**src/rtl/ptg_pkg.sv**
```systemverilog
package ptg_pkg;

    typedef enum logic [1:0] {
        TR_IDLE = 2'd0,
        TR_ARM  = 2'd1,
        TR_ON   = 2'd2,
        TR_OFF  = 2'd3
    } tr_state_e;

    typedef enum logic {
        SC_HOLD = 1'b0,
        SC_RUN  = 1'b1
    } sc_state_e;

endpackage

```
**src/rtl/ptg_tick.sv**
```systemverilog
module ptg_tick #(
    parameter int DIV = 10000
) (
    input  logic clk,
    input  logic rst_n,
    output logic tick_o
);
    localparam int W = (DIV > 1) ? $clog2(DIV) : 1;
    localparam logic [W-1:0] LAST = W'(DIV - 1);

    logic [W-1:0] cnt_q;

    always_ff @(posedge clk) begin
        if (!rst_n)             cnt_q <= '0;
        else if (cnt_q == LAST) cnt_q <= '0;
        else                    cnt_q <= cnt_q + 1'b1;
    end

    assign tick_o = (cnt_q == LAST);

    assert_prescale_range_R2: assert property (@(posedge clk) disable iff (!rst_n)
        cnt_q <= LAST);

endmodule

```
**src/rtl/ptg_sched.sv**
```systemverilog
module ptg_sched
    import ptg_pkg::*;
#(
    parameter int SDIV      = 2000,
    parameter int ST_W      = 4,
    parameter int DEF_CLEAR = 11
) (
    input  logic            clk,
    input  logic            rst_n,
    input  logic            tick_i,
    input  logic            auto_i,
    input  logic [ST_W-1:0] cfg_clear_i,
    output logic            train_o,
    output logic            meas_o,
    output logic            read_o
);
    localparam int SW = (SDIV > 1) ? $clog2(SDIV) : 1;
    localparam logic [SW-1:0] SLAST = SW'(SDIV - 1);

    sc_state_e       mode_q, mode_n;
    logic [SW-1:0]   scnt_q;
    logic [ST_W-1:0] st_q;
    logic [ST_W-1:0] clr_q;
    logic            stick, wrap_e;
    logic            train_q, meas_q, read_q;

    assign stick  = (mode_q == SC_RUN) && tick_i && (scnt_q == SLAST);
    assign wrap_e = stick && (st_q == clr_q - ST_W'(1));

    // mode state register
    always_comb begin
        mode_n = mode_q;
        unique case (mode_q)
            SC_HOLD: if (auto_i)  mode_n = SC_RUN;
            SC_RUN:  if (!auto_i) mode_n = SC_HOLD;
            default: mode_n = SC_HOLD;
        endcase
    end

    always_ff @(posedge clk) begin
        if (!rst_n) mode_q <= SC_HOLD;
        else        mode_q <= mode_n;
    end

    // scheduler counters
    always_ff @(posedge clk) begin
        if (!rst_n) begin
            scnt_q <= '0;
            st_q   <= '0;
            clr_q  <= ST_W'(DEF_CLEAR);
        end else if (!auto_i || mode_q == SC_HOLD) begin
            scnt_q <= '0;
            st_q   <= '0;
            clr_q  <= cfg_clear_i;
        end else if (tick_i) begin
            scnt_q <= (scnt_q == SLAST) ? '0 : scnt_q + 1'b1;
            if (stick) begin
                if (wrap_e) begin
                    st_q  <= '0;
                    clr_q <= cfg_clear_i;
                end else begin
                    st_q <= st_q + 1'b1;
                end
            end
        end
    end

    // output strobes
    always_ff @(posedge clk) begin
        if (!rst_n) begin
            train_q <= 1'b0;
            meas_q  <= 1'b0;
            read_q  <= 1'b0;
        end else begin
            train_q <= auto_i && wrap_e;
            meas_q  <= auto_i && stick && !wrap_e && (st_q == '0);
            read_q  <= auto_i && stick && !wrap_e && (st_q == clr_q - ST_W'(2));
        end
    end

    assign train_o = train_q;
    assign meas_o  = meas_q;
    assign read_o  = read_q;

    assert_state_range_R8: assert property (@(posedge clk) disable iff (!rst_n)
        (mode_q == SC_RUN) |-> (st_q < clr_q));

    assert_strobe_onehot_R9: assert property (@(posedge clk) disable iff (!rst_n)
        $onehot0({train_q, meas_q, read_q}));

    assert_clear_hold_R10: assert property (@(posedge clk) disable iff (!rst_n)
        ($past(auto_i) && auto_i && (mode_q == SC_RUN) && !$past(wrap_e)) |-> $stable(clr_q));

    assert_quiet_R11: assert property (@(posedge clk) disable iff (!rst_n)
        !auto_i |=> !(train_q || meas_q || read_q));

endmodule

```
**src/rtl/ptg_train.sv**
```systemverilog
module ptg_train
    import ptg_pkg::*;
#(
    parameter int ON_W    = 8,
    parameter int OFF_W   = 8,
    parameter int CNT_W   = 5,
    parameter int DEF_ON  = 10,
    parameter int DEF_OFF = 90,
    parameter int DEF_CNT = 10
) (
    input  logic             clk,
    input  logic             rst_n,
    input  logic             tick_i,
    input  logic             start_i,
    input  logic [ON_W-1:0]  cfg_on_i,
    input  logic [OFF_W-1:0] cfg_off_i,
    input  logic [CNT_W-1:0] cfg_cnt_i,
    output logic             lamp_o,
    output logic             busy_o
);
    localparam int TW = (ON_W > OFF_W) ? ON_W : OFF_W;

    tr_state_e        state_q, state_n;
    logic [TW-1:0]    tcnt_q;
    logic [CNT_W-1:0] pnum_q;
    logic [ON_W-1:0]  on_q;
    logic [OFF_W-1:0] off_q;
    logic [CNT_W-1:0] cnt_q;
    logic [TW-1:0]    on_ext, off_ext;
    logic             on_end, off_end, pulse_last, accept;
    logic             lamp_q, busy_q;

    assign on_ext     = TW'(on_q);
    assign off_ext    = TW'(off_q);
    assign on_end     = (tcnt_q == on_ext - TW'(1));
    assign off_end    = (tcnt_q == off_ext - TW'(1));
    assign pulse_last = (pnum_q == cnt_q - CNT_W'(1));
    assign accept     = (state_q == TR_IDLE) && start_i;

    // next-state logic
    always_comb begin
        state_n = state_q;
        unique case (state_q)
            TR_IDLE: if (start_i)           state_n = TR_ARM;
            TR_ARM:  if (tick_i)            state_n = TR_ON;
            TR_ON:   if (tick_i && on_end)  state_n = pulse_last ? TR_IDLE : TR_OFF;
            TR_OFF:  if (tick_i && off_end) state_n = TR_ON;
            default:                        state_n = TR_IDLE;
        endcase
    end

    // state register
    always_ff @(posedge clk) begin
        if (!rst_n) state_q <= TR_IDLE;
        else        state_q <= state_n;
    end

    // phase and pulse counters, configuration latch
    always_ff @(posedge clk) begin
        if (!rst_n) begin
            tcnt_q <= '0;
            pnum_q <= '0;
            on_q   <= ON_W'(DEF_ON);
            off_q  <= OFF_W'(DEF_OFF);
            cnt_q  <= CNT_W'(DEF_CNT);
        end else begin
            if (accept) begin
                on_q   <= cfg_on_i;
                off_q  <= cfg_off_i;
                cnt_q  <= cfg_cnt_i;
                tcnt_q <= '0;
                pnum_q <= '0;
            end
            if (tick_i && state_q == TR_ON) begin
                if (on_end) begin
                    tcnt_q <= '0;
                    pnum_q <= pnum_q + 1'b1;
                end else begin
                    tcnt_q <= tcnt_q + 1'b1;
                end
            end
            if (tick_i && state_q == TR_OFF) begin
                tcnt_q <= off_end ? '0 : tcnt_q + 1'b1;
            end
        end
    end

    // registered outputs
    always_ff @(posedge clk) begin
        if (!rst_n) begin
            lamp_q <= 1'b0;
            busy_q <= 1'b0;
        end else begin
            lamp_q <= (state_n == TR_ON);
            busy_q <= (state_n != TR_IDLE);
        end
    end

    assign lamp_o = lamp_q;
    assign busy_o = busy_q;

    assert_on_phase_R2: assert property (@(posedge clk) disable iff (!rst_n)
        (state_q == TR_ON) |-> (tcnt_q < on_ext));

    assert_off_phase_R3: assert property (@(posedge clk) disable iff (!rst_n)
        (state_q == TR_OFF) |-> (tcnt_q < off_ext));

    assert_lamp_in_busy_R4: assert property (@(posedge clk) disable iff (!rst_n)
        lamp_q |-> busy_q);

    assert_pulse_bound_R4: assert property (@(posedge clk) disable iff (!rst_n)
        (state_q != TR_IDLE) |-> (pnum_q < cnt_q));

    assert_rise_on_tick_R5: assert property (@(posedge clk) disable iff (!rst_n)
        $rose(lamp_q) |-> $past(tick_i));

    assert_cfg_frozen_R7: assert property (@(posedge clk) disable iff (!rst_n)
        (state_q != TR_IDLE) |=> ($stable(on_q) && $stable(off_q) && $stable(cnt_q)));

endmodule

```
**src/rtl/pulse_train_gen.sv**
```systemverilog
module pulse_train_gen #(
    parameter int TICK_DIV  = 10000,
    parameter int SCHED_DIV = 2000,
    parameter int ON_W      = 8,
    parameter int OFF_W     = 8,
    parameter int CNT_W     = 5,
    parameter int ST_W      = 4,
    parameter int DEF_ON    = 10,
    parameter int DEF_OFF   = 90,
    parameter int DEF_CNT   = 10,
    parameter int DEF_CLEAR = 11
) (
    input  logic             clk,
    input  logic             rst_n,
    input  logic             start_i,
    input  logic             auto_i,
    input  logic [ON_W-1:0]  cfg_on_i,
    input  logic [OFF_W-1:0] cfg_off_i,
    input  logic [CNT_W-1:0] cfg_count_i,
    input  logic [ST_W-1:0]  cfg_clear_i,
    output logic             lamp_o,
    output logic             busy_o,
    output logic             train_stb_o,
    output logic             meas_stb_o,
    output logic             read_stb_o
);
    logic tick;
    logic sched_train;
    logic start_any;

    ptg_tick #(.DIV(TICK_DIV)) u_tick (
        .clk    (clk),
        .rst_n  (rst_n),
        .tick_o (tick)
    );

    ptg_sched #(
        .SDIV      (SCHED_DIV),
        .ST_W      (ST_W),
        .DEF_CLEAR (DEF_CLEAR)
    ) u_sched (
        .clk         (clk),
        .rst_n       (rst_n),
        .tick_i      (tick),
        .auto_i      (auto_i),
        .cfg_clear_i (cfg_clear_i),
        .train_o     (sched_train),
        .meas_o      (meas_stb_o),
        .read_o      (read_stb_o)
    );

    assign start_any   = start_i | sched_train;
    assign train_stb_o = sched_train;

    ptg_train #(
        .ON_W    (ON_W),
        .OFF_W   (OFF_W),
        .CNT_W   (CNT_W),
        .DEF_ON  (DEF_ON),
        .DEF_OFF (DEF_OFF),
        .DEF_CNT (DEF_CNT)
    ) u_train (
        .clk       (clk),
        .rst_n     (rst_n),
        .tick_i    (tick),
        .start_i   (start_any),
        .cfg_on_i  (cfg_on_i),
        .cfg_off_i (cfg_off_i),
        .cfg_cnt_i (cfg_count_i),
        .lamp_o    (lamp_o),
        .busy_o    (busy_o)
    );

endmodule

```
**config.mk**
```make
export PLATFORM = sky130hd
export DESIGN_NAME = pulse_train_gen
export DESIGN_NICKNAME = d
export VERILOG_FILES = /design/src/rtl/ptg_pkg.sv /design/src/rtl/ptg_tick.sv /design/src/rtl/ptg_sched.sv /design/src/rtl/ptg_train.sv /design/src/rtl/pulse_train_gen.sv
export SDC_FILE = /design/constraint.sdc
export NUM_CORES = 1
export LEC_CHECK = 0
export ABC_AREA = 1
export BUFFER_PORTS_ARGS = -buffer_cell sky130_fd_sc_hd__buf_2
export CAP_MARGIN = 40
export CELL_PAD_IN_SITES_DETAIL_PLACEMENT = 0
export CELL_PAD_IN_SITES_GLOBAL_PLACEMENT = 1
export CORE_AREA = 3 3 121 123
export DETAILED_ROUTE_END_ITERATION = 6
export DIE_AREA = 0 0 124 126
export PLACE_DENSITY_LB_ADDON = 0.05
export SLEW_MARGIN = 5
export SYNTH_ARGS = -nofsm -noshare
export SYNTH_HDL_FRONTEND = slang
export SYNTH_HIERARCHICAL = 1
export SYNTH_SLANG_ARGS = --single-unit
```
**constraint.sdc**
```tcl
create_clock -name clk -period 4.1 [get_ports clk]
set_input_delay 1.025 -clock clk [delete_from_list [all_inputs] [get_ports clk]]
set_output_delay 1.025 -clock clk [all_outputs]
set_load 0.01 [all_outputs]
```
==> results of run 1 <==
==> power groups by stage <==
stage | Clock, mW | Sequential, mW | Combinational (mW)
2_1_floorplan | 0 | 0.794 | 0.180
3_3_place_gp | 0 | 0.803 | 0.234
3_5_place_dp | 0 | 0.802 | 0.235
4_1_cts | 0.860 | 0.786 | 0.237
5_1_grt | 0.892 | 0.790 | 0.269
6_report | 0.832 | 0.786 | 0.233
==> cells by family after synthesis <==
logic type,count (synthesis)
compound gates,63
xor+xnor,38
fa+ha+maj,12
buf+inv,98
flops,75
simple gates,375
==> per-layer routing <==
metal / part of all wire, % / GRT usage (%) / wire [um] / vias to the layer above
li1: - / - / - / 2188
met1: 48 / 19.58 / 5153 / 1806
met2: 48 / 24.34 / 5213 / 29
met3: 2.1 / 2.515 / 232 / 14
met4: 2.0 / 6.186 / 216 / 0
met5: 0 / 0 / 0 / -
==> stage by stage <==
step | area [um2] | power, mW | utilization [%] | worst slack (ns)
after detailed placement | 4857 | 1.038 | 35.27 | 1.168
after global routing | 5171 | 1.952 | 37.55 | 1.337
after floorplan | 4504 | 0.9744 | - | 1.420
after global placement | 4857 | 1.037 | 35.27 | 1.247
final | 5171 | 1.850 | 37.55 | 1.561
after CTS | 5171 | 1.883 | 37.55 | 1.543
==> cell type report <==
class	count	area [um2]	share of cell area (%)
inverters	89	336.6	6.509
repair buffers	35	180.2	3.484
well taps	180	225.2	4.355
flip-flops and latches	75	1501	29.03
multi-input cells	488	2614	50.54
clock inverters	4	47.55	0.9194
clock buffers	12	266.5	5.154
==> how the worst max path moves through the flow <==
| stage | startpoint | endpoint | slack, ns |
|---|---|---|---|
| floorplan | u_tick/cnt_q[0] | u_train/tcnt_q[7] | 1.42 |
| global placement | start_i | u_train/tcnt_q[7] | 1.25 |
| detailed placement | start_i | u_train/tcnt_q[7] | 1.17 |
| CTS | start_i | u_train/tcnt_q[7] | 1.54 |
| global route | start_i | u_train/tcnt_q[7] | 1.34 |
| finish | start_i | u_train/tcnt_q[7] | 1.56 |
==> sequential cells by signal, indices dropped and copies added (netlist names), 2 cells and up <==
name,count
u_train/cnt_q,5
u_train/pnum_q,5
u_train/on_ext,8
u_tick/cnt_q,14
u_sched/scnt_q,11
u_train/tcnt_q,8
u_sched/st_q,4
u_train/state_q,2
u_train/off_ext,8
u_sched/clr_q,4
==> cells in the final DEF, fill, tap and decap left out, drive strengths merged, types with 14 or more instances in the layout <==
master / instances
buf: 35
xnor2: 16
xor2: 22
nand3: 60
a21oi: 32
nor2: 99
nand4: 14
nand2: 172
o21ai: 21
dfxtp: 75
inv: 88
==> critical path: stages <==
cell      delay [ns]
buf_2           0.08
inv_1           0.04
nand2_1         0.07
nand2_2         0.29
inv_2           0.44
nor2_4          0.09
inv_4           0.10
nand3_1         0.10
nor3_1          0.21
xor2_1          0.15
nand3b_1        0.12
inv_1           0.04
==> impl_metrics.yaml, run 1 <==
clocking:
  htree_levels: 3
  clk_latency_ns: 0.34
  cts-buffers-inserted: 9
  path_clk_slew_ns: 0.06
  clockRootBuffer: "clkbuf_16"
  cts_tree: "done"
  cts_buffer_depth: 2
  clock-sinks: 75
  post_cts_buffers: 0
  post_cts_resize_count: 0
  cts_hold_buf: 0
sta:
  hold-worst-slack_ns: 0.4593
  hold_viol_final: 0
  finalSetupViolCount: 0
  fin_crit_ns: 2.539
  fin_setup_tns_ns: 0
  rsz0062_at_grt: "false"
  finalClockSkew_ns: 0.008209
  worstMarginPinSlew_ns: 0.4974
  post-route-period-util_pct: 61.92
  timing.fmax_mhz: 393.9
  slew_headroom_pct: 66.72
  slew_viol_final: 0
synthesis:
  synthSimpleGateAreaFrac_pct: 39.36
  synth_top_cell_by_area: "dfxtp_1"
  async_reset_ff_share_pct: 0
  yosys_warnings: 6
  yosys_register_bits: 75
  synth_xor_area_share_pct: 7.722
  synthFlopType: "dfxtp_1"
  synth_compound_area_share_pct: 7.611
  yosysUniqueCellTypes: 46
  syn-num-nets: 702
  synth_edf_count: 0
  synthesis.instances: 661
  synth_top_area_share_pct: 33.33
  syn_area_mm2: 0.004504
  synth_fa_ha_area_share_pct: 3.333
  synth_area_leaders: "dfxtp_1, nand2_1, nor2_1"
  synth_top_family_by_area: "simple AND/OR/NAND/NOR gates"
  ys_seq_area_share_pct: 33.33
  synth_commonest_cells: "nand2_1, nor2_1, inv_1"
  muxShareOfSynthArea_pct: 0
  syn_area_per_cell_um2: 6.814
  synthMostInstantiatedCell: "nand2_1"
floorplan:
  ios: 34
  fp.coreArea_mm2: 0.01377
  initial_core_util_pct: 32.70
  fp.dieW_um: 124
  die_h_um: 126
  rows: 43
  design.die.area_mm2: 0.01562
pwr:
  p_switching_mw: 0.4876
  ir_drop_mv: 0.2189
  pwr-share-seq_pct: 42.5
  p_clk_share_pct: 45.0
  cellPowerDensity_mw_per_mm2: 357.8
  p_int_mw: 1.363
  pwr-share-comb_pct: 12.6
  power.leakage_nw: 2.271
  p_sw_share_pct: 26.35
routing:
  dr_total_vias: 4037
  viasPerCell: 4.572
  initialDrtViolationCount: 161
  wl_per_cell_um: 12.25
  final_antenna_net_count: 0
  drc: 0
  firstDrtPassIters: 4
  routed_wl_um: 10820
layout:
  fillers: 1518
  instances_no_fill: 883
  diodes: 0
  syn_to_final_growth_pct: 14.81
  drive_gt1_share_pct: 14.08
  fin_nets: 739
setup_path:
  cp_max_fo: 28
  r2r_start: "u_tick/cnt_q[0]"
  r2r_slack_ns: 1.61
  critPathLaunchType: "input port"
  worst_setup_path_end_kind: "flip-flop"
  path_class: "in -> reg"
  r2r_cells: 14
  worstPathArrival_ns: 2.77
  cp_data_required_time_ns: 4.33
  r2r_end: "u_train/tcnt_q[7]"
placement:
  port_buffers: 33
  place_inst: 867
  finalWeightedCongestion: 0.8203
  dp_hpwl_um: 8389
min_path:
  hold_path_end: "u_tick/cnt_q[0]"
  hp-start: "u_tick/cnt_q[0]"
  whs_path_depth: 1
  min_path_type: "reg -> reg"
grt:
  antenna_found_initial: 0
  gr-total-overflow: 0
  grt_pass1_vias: 3806
  grt_max_degree: 42
  grt_pass1_wl_um: 18440
  globalRouteTotalUtil_pct: 14.98
outcome:
  status: "finished, final reports clean"
run:
  drv_cap: 0
Power figures use the tool's default switching activity.
==> inputs of run 2 (changes only) <==
Clock period 4.1 ns to 2.4 ns, I/O delays scaled along.
==> run 2 against run 1 <==
Effect of this change:
- sequential cell count did not move
- combinational power rose by 74%
- clock-buffer cell count did not move
- cell count rose by 0.79%
- clock skew fell by 0.0033 ns
- first-iteration DRC count fell by 14%
- worst hold slack improved by 0.0054 ns
- sequential share of layout area fell by 0.49 points
- global-route usage rose by 0.067 points
- largest power group unchanged
==> impl_metrics.yaml, run 2 (same netlist as run 1, synthesis figures left out) <==
outcome:
  status: "finished, final reports clean"
pwr:
  cellPowerDensity_mw_per_mm2: 594.2
  power.leakage_nw: 2.337
  ir_drop_mv: 0.3932
layout:
  final_cell_area_mm2: 0.005269
  regMostFlops: "u_tick/cnt_q"
  diodes: 0
  fillers: 1521
  fin_nets: 746
  instances_no_fill: 890
  layout.cells.most_common_list: "nand2_1, nor2_1, inv_1"
  biggestRegsByFlops: "u_tick/cnt_q: 14 flops, u_sched/scnt_q: 11 flops"
  fin_util_pct: 38.25
  final_common_cell: "nand2_1"
  syn_to_final_growth_pct: 16.97
  largest_register_ffs: 14
  drive_gt1_share_pct: 16.20
setup_path:
  r2r_start: "u_tick/cnt_q[1]"
  r2r_slack_ns: 0.21
  path_cells: "ha_4 > nand3_1 > or2_4 > nor3_4 > buf_6 > nand2_1 > nor2_2 > nand4_1 > nor2_1 > and3_1 > nor3_1"
  setup.worst_path.end: "u_sched/scnt_q[9]"
  path_class: "reg -> reg"
  critPathLaunchType: "flip-flop"
  cp_max_fo: 7
  worst_setup_path_end_kind: "flip-flop"
  cp_slowest_cell: "dfxtp_2"
  crit_start: "u_tick/cnt_q[1]"
  r2r_end: "u_sched/scnt_q[9]"
  r2r_cells: 11
  slowest_delay_ns: 0.36
  cp_data_required_time_ns: 2.61
  worstPathArrival_ns: 2.40
routing:
  initialDrtViolationCount: 139
  wl_per_cell_um: 12.28
  viasPerCell: 4.582
  final_antenna_net_count: 0
  drc: 0
  firstDrtPassIters: 4
  routed_wl_um: 10930
  dr_total_vias: 4078
clocking:
  cts-buffers-inserted: 9
  cts_buffer_depth: 2
  clock-sinks: 75
  cts_tree: "done"
  path_clk_slew_ns: 0.06
  clockRootBuffer: "clkbuf_16"
  htree_levels: 3
  clk_latency_ns: 0.34
grt:
  met1_usage_pct: 19.05
  grt.busiest_layer: "met2"
  met3_usage_pct: 3.907
  globalRouteTotalUtil_pct: 15.05
  antenna_found_initial: 0
  grt_pass1_wl_um: 18590
  gr-total-overflow: 0
  use_met2_pct: 25.42
  grt_pass1_vias: 3918
  grt_max_degree: 42
floorplan:
  rows: 43
  die_h_um: 126
  initial_core_util_pct: 32.70
  fp.dieW_um: 124
  design.die.area_mm2: 0.01562
  fp.coreArea_mm2: 0.01377
  ios: 34
sta:
  fin_crit_ns: 2.189
  slew_viol_final: 0
  finalSetupViolCount: 0
  finalClockSkew_ns: 0.004922
  slew_headroom_pct: 70.00
  post-route-period-util_pct: 91.21
  worstMarginPinSlew_ns: 0.4500
  timing.fmax_mhz: 456.8
  hold_viol_final: 0
placement:
  port_buffers: 33
  place_inst: 871
  dpl_cell_area_mm2: 0.004898
  finalWeightedCongestion: 0.7737
  dp_hpwl_um: 8260
min_path:
  min_path_type: "in -> reg"
run:
  drv_cap: 0
==> run 2: cell count changes in the layout (fill, tap and decap cells not counted), moves of 2 or more <==
cell,previous run,this run
buf_4,2,8
dfxtp_1,75,73
dfxtp_2,0,2
nor3_1,10,8
==> run 2: how the worst min path moves through the flow <==
| stage | from | endpoint | slack (ns) | cells after the start |
|---|---|---|---|---|
| 2_1_floorplan | u_tick/cnt_q[0] | u_tick/cnt_q[0] | 0.43 | 1 |
| 3_3_place_gp | u_tick/cnt_q[12] | u_tick/cnt_q[12] | 0.47 | 2 |
| 3_5_place_dp | u_tick/cnt_q[12] | u_tick/cnt_q[12] | 0.47 | 2 |
| 4_1_cts | cfg_off_i[6] | u_train/off_ext[6] | 0.45 | 3 |
| 5_1_grt | cfg_clear_i[1] | u_sched/clr_q[1] | 0.46 | 3 |
| 6_report | cfg_off_i[6] | u_train/off_ext[6] | 0.46 | 3 |
==> run 2: layout make-up <==
type | instances | area [um2] | share of cell area, %
Inverter | 89 | 336.6 | 6.388
Clock buffer | 12 | 256.5 | 4.868
Sequential cell | 75 | 1504 | 28.54
Multi-Input combinational cell | 488 | 2661 | 50.51
Timing Repair Buffer | 42 | 236.5 | 4.488
Tap cell | 180 | 225.2 | 4.275
Clock inverter | 4 | 48.80 | 0.9261
==> run 2: stage by stage <==
step	setup TNS [ns]	worst slack, ns	power [mW]	hold WS [ns]
6_report	0	0.2109	3.131	0.4647
5_1_grt	-0.001708	-0.001708	3.313	0.4572
4_1_cts	0	0.04959	3.199	0.4501
3_5_place_dp	0	0.06715	1.778	0.4728
3_3_place_gp	0	0.1088	1.777	0.4651
2_1_floorplan	0	0.1060	1.665	0.4296
==> run 2: worst max-delay path, delay by kind of cell (launching register included) <==
family | cells | cell delay [ns]
simple gates | 9 | 1.38
fa+ha+maj | 1 | 0.14
flops | 1 | 0.36
buf+inv | 1 | 0.17
==> run 2: layer usage <==
layer	part of all wire, %	wire, um
met4	1.2	127
met2	50	5493
met3	2.8	310
met1	46	4999
met5	0	0
==> run 2: timing repair <==
item / 4_1_cts / 5_1_grt
setup buffers: 0 / 3
hold buffers: 0 / 0
setup endpoints to repair: 0 / 21
gates resized for setup: 0 / 13
==> run 2: power breakdown <==
group / switching (mW) / internal [mW] / total [mW] / leakage (nW)
Clock: 0.521 / 0.860 / 1.38 / 0.153
Sequential: 0.0512 / 1.29 / 1.34 / 0.613
Combinational: 0.250 / 0.157 / 0.406 / 1.57
